### config.mk
export PLATFORM = sky130hd
export DESIGN_NAME = vga_fwd_decoder
export DESIGN_NICKNAME = d
export VERILOG_FILES = /design/src/rtl/vga_fwd_pkg.sv /design/src/rtl/vga_cfg_bit.sv /design/src/rtl/vga_cfg_regs.sv /design/src/rtl/vga_range_match.sv /design/src/rtl/vga_fwd_decoder.sv
export SDC_FILE = /design/constraint.sdc
export NUM_CORES = 1
export LEC_CHECK = 0
export CAP_MARGIN = 0
export CORE_AREA = 3 3 40 42
export DETAILED_ROUTE_END_ITERATION = 16
export DIE_AREA = 0 0 43 45
export DONT_BUFFER_PORTS = 1
export GPL_TIMING_DRIVEN = 1
export PLACE_DENSITY = 0.4
export SLEW_MARGIN = 25
export SYNTH_ARGS = -nofsm -noshare
export SYNTH_HDL_FRONTEND = slang
export SYNTH_HIERARCHICAL = 1
export SYNTH_SLANG_ARGS = --single-unit
### constraint.sdc
create_clock -name clk -period 4.1 [get_ports clk]
set_clock_uncertainty 0.05 [all_clocks]
set_input_delay 0.82 -clock clk [delete_from_list [all_inputs] [get_ports clk]]
set_output_delay 0.82 -clock clk [all_outputs]
set_load 0.03 [all_outputs]
### src/rtl/vga_fwd_pkg.sv
package vga_fwd_pkg;

    localparam int ADDR_W = 32;
    localparam int IO_W   = 16;

    localparam logic [ADDR_W-1:0] VMEM_BASE  = 32'h000A_0000;
    localparam logic [ADDR_W-1:0] VMEM_SPAN  = 32'h0002_0000;
    localparam logic [IO_W-1:0]   PORT_LO_BASE = 16'h03B0;
    localparam logic [IO_W-1:0]   PORT_LO_SPAN = 16'h000C;
    localparam logic [IO_W-1:0]   PORT_HI_BASE = 16'h03C0;
    localparam logic [IO_W-1:0]   PORT_HI_SPAN = 16'h0020;

    typedef enum logic [1:0] {
        RANGE_NONE  = 2'd0,
        RANGE_MEM   = 2'd1,
        RANGE_IO_LO = 2'd2,
        RANGE_IO_HI = 2'd3
    } vga_range_e;

    typedef enum logic {
        KIND_MEM = 1'b0,
        KIND_IO  = 1'b1
    } txn_kind_e;

    typedef struct packed {
        logic vid_en;
        logic mem_en;
        logic io_en;
    } fwd_enables_t;

endpackage

### src/rtl/vga_cfg_bit.sv
module vga_cfg_bit #(
    parameter int DW_W    = 6,
    parameter int REG_DW  = 1,
    parameter int LANE0   = 0,
    parameter int BIT_POS = 0
) (
    input  logic            clk,
    input  logic            rst_n,
    input  logic            cfg_wr,
    input  logic [DW_W-1:0] cfg_dw,
    input  logic [3:0]      cfg_be,
    input  logic [31:0]     cfg_wdata,
    output logic            bit_q
);

    localparam int DATA_BIT = LANE0 * 8 + BIT_POS;
    localparam int BE_IDX   = DATA_BIT / 8;

    logic wr_sel;
    assign wr_sel = cfg_wr && (cfg_dw == DW_W'(REG_DW)) && cfg_be[BE_IDX];

    always_ff @(posedge clk) begin
        if (!rst_n)
            bit_q <= 1'b0;
        else if (wr_sel)
            bit_q <= cfg_wdata[DATA_BIT];
    end

endmodule

### src/rtl/vga_cfg_regs.sv
module vga_cfg_regs
    import vga_fwd_pkg::*;
#(
    parameter int DW_W       = 6,
    parameter int CMD_DW     = 1,
    parameter int CMD_LANE   = 0,
    parameter int CTL_DW     = 15,
    parameter int CTL_LANE   = 2,
    parameter int IO_EN_BIT  = 0,
    parameter int MEM_EN_BIT = 1,
    parameter int VID_EN_BIT = 3
) (
    input  logic            clk,
    input  logic            rst_n,
    input  logic            cfg_wr,
    input  logic [DW_W-1:0] cfg_dw,
    input  logic [3:0]      cfg_be,
    input  logic [31:0]     cfg_wdata,
    output fwd_enables_t    en
);

    vga_cfg_bit #(.DW_W(DW_W), .REG_DW(CMD_DW), .LANE0(CMD_LANE), .BIT_POS(IO_EN_BIT)) i_io_en (
        .clk(clk), .rst_n(rst_n), .cfg_wr(cfg_wr), .cfg_dw(cfg_dw),
        .cfg_be(cfg_be), .cfg_wdata(cfg_wdata), .bit_q(en.io_en)
    );

    vga_cfg_bit #(.DW_W(DW_W), .REG_DW(CMD_DW), .LANE0(CMD_LANE), .BIT_POS(MEM_EN_BIT)) i_mem_en (
        .clk(clk), .rst_n(rst_n), .cfg_wr(cfg_wr), .cfg_dw(cfg_dw),
        .cfg_be(cfg_be), .cfg_wdata(cfg_wdata), .bit_q(en.mem_en)
    );

    vga_cfg_bit #(.DW_W(DW_W), .REG_DW(CTL_DW), .LANE0(CTL_LANE), .BIT_POS(VID_EN_BIT)) i_vid_en (
        .clk(clk), .rst_n(rst_n), .cfg_wr(cfg_wr), .cfg_dw(cfg_dw),
        .cfg_be(cfg_be), .cfg_wdata(cfg_wdata), .bit_q(en.vid_en)
    );

endmodule

### src/rtl/vga_range_match.sv
module vga_range_match
    import vga_fwd_pkg::*;
#(
    parameter int AW  = ADDR_W,
    parameter int IOW = IO_W
) (
    input  logic [AW-1:0] addr,
    output logic          in_vmem,
    output logic          in_port_lo,
    output logic          in_port_hi
);

    localparam logic [AW-1:0]  VMEM_LAST    = VMEM_BASE + VMEM_SPAN - 1'b1;
    localparam logic [IOW-1:0] PORT_LO_LAST = PORT_LO_BASE + PORT_LO_SPAN - 1'b1;
    localparam logic [IOW-1:0] PORT_HI_LAST = PORT_HI_BASE + PORT_HI_SPAN - 1'b1;

    logic           upper_clear;
    logic [IOW-1:0] port;

    assign upper_clear = (addr[AW-1:IOW] == '0);
    assign port        = addr[IOW-1:0];

    always_comb begin
        in_vmem    = (addr >= VMEM_BASE) && (addr <= VMEM_LAST);
        in_port_lo = upper_clear && (port >= PORT_LO_BASE) && (port <= PORT_LO_LAST);
        in_port_hi = upper_clear && (port >= PORT_HI_BASE) && (port <= PORT_HI_LAST);
    end

endmodule

### src/rtl/vga_fwd_decoder.sv
module vga_fwd_decoder
    import vga_fwd_pkg::*;
#(
    parameter int DW_W   = 6,
    parameter int CMD_DW = 1,
    parameter int CTL_DW = 15
) (
    input  logic              clk,
    input  logic              rst_n,
    input  logic              cfg_wr,
    input  logic [DW_W-1:0]   cfg_dw,
    input  logic [3:0]        cfg_be,
    input  logic [31:0]       cfg_wdata,
    input  logic              txn_valid,
    input  logic              txn_kind,
    input  logic [ADDR_W-1:0] txn_addr,
    output logic              fwd_hit,
    output logic [1:0]        fwd_range
);

    localparam int CTL_LANE   = 2;
    localparam int VID_EN_BIT = 3;
    localparam int VID_DATA   = CTL_LANE * 8 + VID_EN_BIT;

    fwd_enables_t en;
    logic         in_vmem, in_port_lo, in_port_hi;
    vga_range_e   sel;

    vga_cfg_regs #(
        .DW_W(DW_W), .CMD_DW(CMD_DW), .CMD_LANE(0),
        .CTL_DW(CTL_DW), .CTL_LANE(CTL_LANE),
        .IO_EN_BIT(0), .MEM_EN_BIT(1), .VID_EN_BIT(VID_EN_BIT)
    ) i_regs (
        .clk(clk), .rst_n(rst_n), .cfg_wr(cfg_wr), .cfg_dw(cfg_dw),
        .cfg_be(cfg_be), .cfg_wdata(cfg_wdata), .en(en)
    );

    vga_range_match #(.AW(ADDR_W), .IOW(IO_W)) i_match (
        .addr(txn_addr), .in_vmem(in_vmem),
        .in_port_lo(in_port_lo), .in_port_hi(in_port_hi)
    );

    always_comb begin
        sel = RANGE_NONE;
        if (txn_valid && en.vid_en) begin
            unique case (txn_kind_e'(txn_kind))
                KIND_MEM: begin
                    if (en.mem_en && in_vmem)
                        sel = RANGE_MEM;
                end
                KIND_IO: begin
                    if (en.io_en && in_port_lo)
                        sel = RANGE_IO_LO;
                    else if (en.io_en && in_port_hi)
                        sel = RANGE_IO_HI;
                end
                default: sel = RANGE_NONE;
            endcase
        end
    end

    assign fwd_range = sel;
    assign fwd_hit   = (sel != RANGE_NONE);


    property vid_gate_p;
        @(posedge clk) disable iff (!rst_n) fwd_hit |-> en.vid_en;
    endproperty
    vid_gate_chk: assert property (vid_gate_p);


    property mem_gate_p;
        @(posedge clk) disable iff (!rst_n)
            (fwd_range == 2'd1) |-> (en.mem_en && !txn_kind && in_vmem);
    endproperty
    mem_gate_chk: assert property (mem_gate_p);


    property io_gate_p;
        @(posedge clk) disable iff (!rst_n)
            (fwd_range[1]) |-> (en.io_en && txn_kind && (txn_addr[ADDR_W-1:IO_W] == '0));
    endproperty
    io_gate_chk: assert property (io_gate_p);


    property idle_p;
        @(posedge clk) disable iff (!rst_n) !txn_valid |-> (!fwd_hit && fwd_range == 2'd0);
    endproperty
    idle_chk: assert property (idle_p);


    property ranges_disjoint_p;
        @(posedge clk) disable iff (!rst_n) $onehot0({in_vmem && !txn_kind, in_port_lo, in_port_hi});
    endproperty
    ranges_disjoint_chk: assert property (ranges_disjoint_p);


    property vid_off_write_p;
        @(posedge clk) disable iff (!rst_n)
            (cfg_wr && cfg_dw == DW_W'(CTL_DW) && cfg_be[CTL_LANE] && !cfg_wdata[VID_DATA]) |=> !fwd_hit;
    endproperty
    vid_off_write_chk: assert property (vid_off_write_p);


    property reset_clear_p;
        @(posedge clk) $rose(rst_n) |-> (en == '0);
    endproperty
    reset_clear_chk: assert property (reset_clear_p);

endmodule

# After elaboration in Yosys (flattened, before gate mapping)
# Index checks and enable logic that the tools add are counted.
# word_totals
elab_cells	32
out_inout_bits	3
regBits	3
input_bits	79
# op_classes
n_reduce_logical	15
n_bitwise	1
n_lt_le_gt_ge	6
eq_ne	2
n_mux	5
# op_table
operator	count
>= comparator 16 x 10 -> 1 bit (second input constant)	2
>= comparator 32 x 20 -> 1 bit (second input constant)	1
<= comparator 16 x 10 -> 1 bit (second input constant)	2
<= comparator 32 x 20 -> 1 bit (second input constant)	1
logical NOT 16 bit	1
logical AND 1 bit	13
equality test 6 x 1 -> 1 bit (second input constant)	1
equality test 6 x 4 -> 1 bit (second input constant)	1
two-way mux 2 bit	3
one-hot mux 2 bit (2 select lines)	1
nonzero test 2 bit	1
two-way mux 1 bit	1
NOT 1 bit	1

# Logic depth before layout (Yosys ltp)
# logic_depth
word_depth	9
ltp_mapped	5

# Hierarchy
# Netlist, hierarchy kept.
# modules_own_cells
mod	instances	area_each_um2	cells_per_inst
vga_cfg_bit (i_regs.i_io_en ...)	2	62.6	7
vga_range_match	1	113.9	15
vga_cfg_bit (i_regs.i_vid_en)	1	60.1	7
vga_fwd_decoder	1	53.8	7

# Least setup slack after synthesis
# Ideal clock, no wire load.
# synth_path
kind	input -> output
startpoint	input txn_addr[27]
endpoint	output fwd_hit
required_ps	3230
path_buffers	0
cell_stages	5
setup_slack_ps	1012
arrival_time_ps	2218
path_cell_list	nor4_2 nand4_1 nor4b_2 o211ai_1 a21oi_1
# synth_via
elab_chain_len	9
# synth_lines
element	line_no	text
start, declared	vga_fwd_decoder.sv:16	input logic [ADDR_W-1:0] txn_addr,
logical NOT 16 bit	vga_range_match.sv:20	assign upper_clear = (addr[AW-1:IOW] == '0);
logical AND 1 bit (2 in a row)	vga_range_match.sv:26	in_port_hi = upper_clear && (port >= PORT_HI_BASE) && (port <= PORT_HI_LAST);
net in_port_hi	vga_fwd_decoder.sv:26	logic in_vmem, in_port_lo, in_port_hi;
logical AND 1 bit	vga_fwd_decoder.sv:54	else if (en.io_en && in_port_hi)
two-way mux 2 bit	vga_fwd_decoder.sv:54	
two-way mux 2 bit	vga_fwd_decoder.sv:52	if (en.io_en && in_port_lo)
one-hot mux 2 bit (2 select lines)	vga_fwd_decoder.sv:46	unique case (txn_kind_e'(txn_kind))
two-way mux 2 bit	vga_fwd_decoder.sv:45	if (txn_valid && en.vid_en) begin
nonzero test 2 bit	vga_fwd_decoder.sv:63	assign fwd_hit = (sel != RANGE_NONE);
end, declared	vga_fwd_decoder.sv:17	output logic fwd_hit,
# The timed path passes the listed nets, and every way through them passes these cells.

# Worst setup path after layout
# Same ends and word-level chain as after synthesis.

==> out/metrics.yaml <==
synth_top_family_by_area: "simple AND/OR/NAND/NOR gates"
final_nets: 127
synth_xor_area_share_pct: 0
layout_common_cells: "10 x nand2_1, 5 x nor2_1, 4 x nor4_2, 4 x nand4_1"
dieWidth_um: 43
clock_path_buffers: 2
post-route-period-util_pct: 78.2
layout_commonest_cell: "nand2_1"
post-route-drc-count: 0
syn_nets: 122
grt_max_degree: 7
timing.fmax_mhz: 312
grt.busiest_layer: "met2"
cp.required_ns: 3.23
area_delta_synth_final_pct: 12.8
rsz0062_at_grt: "no"
die-area_mm2: 0.00194
cp_top_family: "simple AND/OR/NAND/NOR gates"
path_buf_inv: 0
holdWs_ns: 0.420
gr-usage-met3_pct: 2.79
total_power_mw: 0.0863
power.density_mw_per_mm2: 217
cts.clk_slew.worst_paths_ns: 0.04
ant_nets: 0
synth_area_um2: 353
io_pins: 82
worstPathMaxFanout: 3
ff_latch_area_um2: 60.1
relSlewSlack_pct: 56.2
setup_viol: 0
syn_area_per_cell_um2: 8.21
tightest_slew_ns: 0.659
cts_tree: "done"
period_needed_ns: 3.21
grt.overflow.total: 0
antenna_found_initial: 0
grt_pass1_vias: 371
grt_pass1_wl_mm: 1.35
gp_congestion: 0.690
status: "finished, final reports clean"
synthMuxAreaShare_pct: 8.51
fill_cells: 133
finalWirelength_um: 943
netlist_instances: 43
cts_resized: 0
synth-simple-area-share_pct: 69.5
peakVddDrop_uv: 49.9
yosysSeqAreaShare_pct: 17.0
ctsHoldBuffers: 0
crit_type: "primary input to primary output"
hold_violations: 0
track_usage_pct: 8.81
viasPerCell: 5.97
ys_warn_count: 6
numCtsBuffers: 3
io_buffers: 0
htree_levels: 1
endpoint_kind: "primary output"
cp_slowest_stage_delay_ns: 0.56
post_synth_num_cell_types: 16
p_leak_nw: 0.136
cts_sinks: 3
clockRootBuffer: "clkbuf_4"
fin_setup_tns_ns: 0
synth_fa_ha_area_share_pct: 0
crit_slowest_cell: "a21oi_1"
clock_latency_ns: 0.22
synth-compound-area-share_pct: 4.96
grtUsageMet2_pct: 16.5
antenna_cells: 0
wire_per_inst_um: 15.2
max-cap-violations: 0
path_cells: "nor4_2, nand4_1, nor4b_2, o211ai_1, a21oi_1"
start_util_pct: 27.5
first_iter_violations: 1
synth-seq-cells: 3
postCtsSetupBuffers: 0
crit_path_start_kind: "primary input"
multi_input_area_um2: 293
vias: 370
dpl.hpwl_um: 884
maxSlewViolCount: 0
critPathArrivalTime_ns: 2.34
num_rows: 13
grtUsageMet1_pct: 9.83
die_y_um: 45
drt_first_pass_iters: 3
min_path_type: "register to register"
core_mm2: 0.00128
drive_gt1_share_pct: 23.4
-- power breakdown --
| part | internal [mW] | switching, mW |
|---|---|---|
| logic | 0.00459 | 0.00228 |
| clock network | 0.0364 | 0.0136 |
| registers | 0.0294 | 0.0000579 |
| total | 0.0704 | 0.0159 |
-- flip-flops by register name, indices dropped and copies added, names as in the netlist --
| signal | cells |
|---|---|
| i_regs/i_vid_en/bit_q | 1 |
| i_regs/i_io_en/bit_q | 1 |
| i_regs/i_mem_en/bit_q | 1 |
-- routing by layer --
| metal | routed length (µm) | vias up |
|---|---|---|
| li1 | - | 179 |
| met1 | 293 | 156 |
| met2 | 466 | 35 |
| met3 | 183 | 0 |
| met4 | 0 | 0 |
| met5 | 0 | - |
-- metrics by stage --
stage          setup WS (ns)  instances  util, %  area [µm²]
2_1_floorplan           1.01         43        -         353
3_3_place_gp           0.903         58     28.9         372
3_5_place_dp           0.862         58     28.9         372
4_1_cts                0.863         62     31.0         398
5_1_grt                0.764         62     31.0         398
6_report               0.893         62     31.0         398
-- path summary, 6_finish.rpt --
check / depth (start not counted) / start / end / slack [ns]
worst min register to register: 2 / i_regs/i_vid_en/bit_q$_SDFFE_PN0P_ / i_regs/i_vid_en/bit_q$_SDFFE_PN0P_ / 0.42
worst max register to register: 2 / i_regs/i_mem_en/bit_q$_SDFFE_PN0P_ / i_regs/i_mem_en/bit_q$_SDFFE_PN0P_ / 3.40
worst min-delay path: 2 / i_regs/i_vid_en/bit_q$_SDFFE_PN0P_ / i_regs/i_vid_en/bit_q$_SDFFE_PN0P_ / 0.42
worst max-delay path: 5 / txn_addr[27] / fwd_hit / 0.89
-- kinds of logic (layout without fill, tap and decap cells) --
group | Yosys count | after routing
and+or+nand+nor | 34 | 34
AOI/OAI and AO/OA | 3 | 3
muxes | 3 | 3
DFF | 3 | 3
buffers and inverters | 0 | 4
-- layout make-up --
cell class              instances  area share (%)
well taps                      15            4.72
clock buffers                   4            6.60
flip-flops and latches          3            15.1
multi-input cells              40            73.6
-- synth_stat cells, drive strengths merged --
cell | instances | area [µm²]
a21oi | 2 | 10.0
nand3b | 1 | 20.0
nor4b | 4 | 53.8
nand2 | 10 | 37.5
nor3 | 1 | 5.00
dfxtp | 3 | 60.1
nand4 | 4 | 25.0
o211ai | 1 | 7.51
nor4bb | 1 | 10.0
nor2 | 5 | 18.8
mux2i | 3 | 30.0
nand3 | 2 | 10.0
nor4 | 5 | 56.3
nand4b | 1 | 8.76
-- worst min-delay path: cells and delay by family, from the launching register on --
family           cells  cell delay (ns)
flip-flops           1             0.31
multiplexers         1             0.06
AND/OR/NAND/NOR      1             0.05
Power figures use the tool's default switching activity.
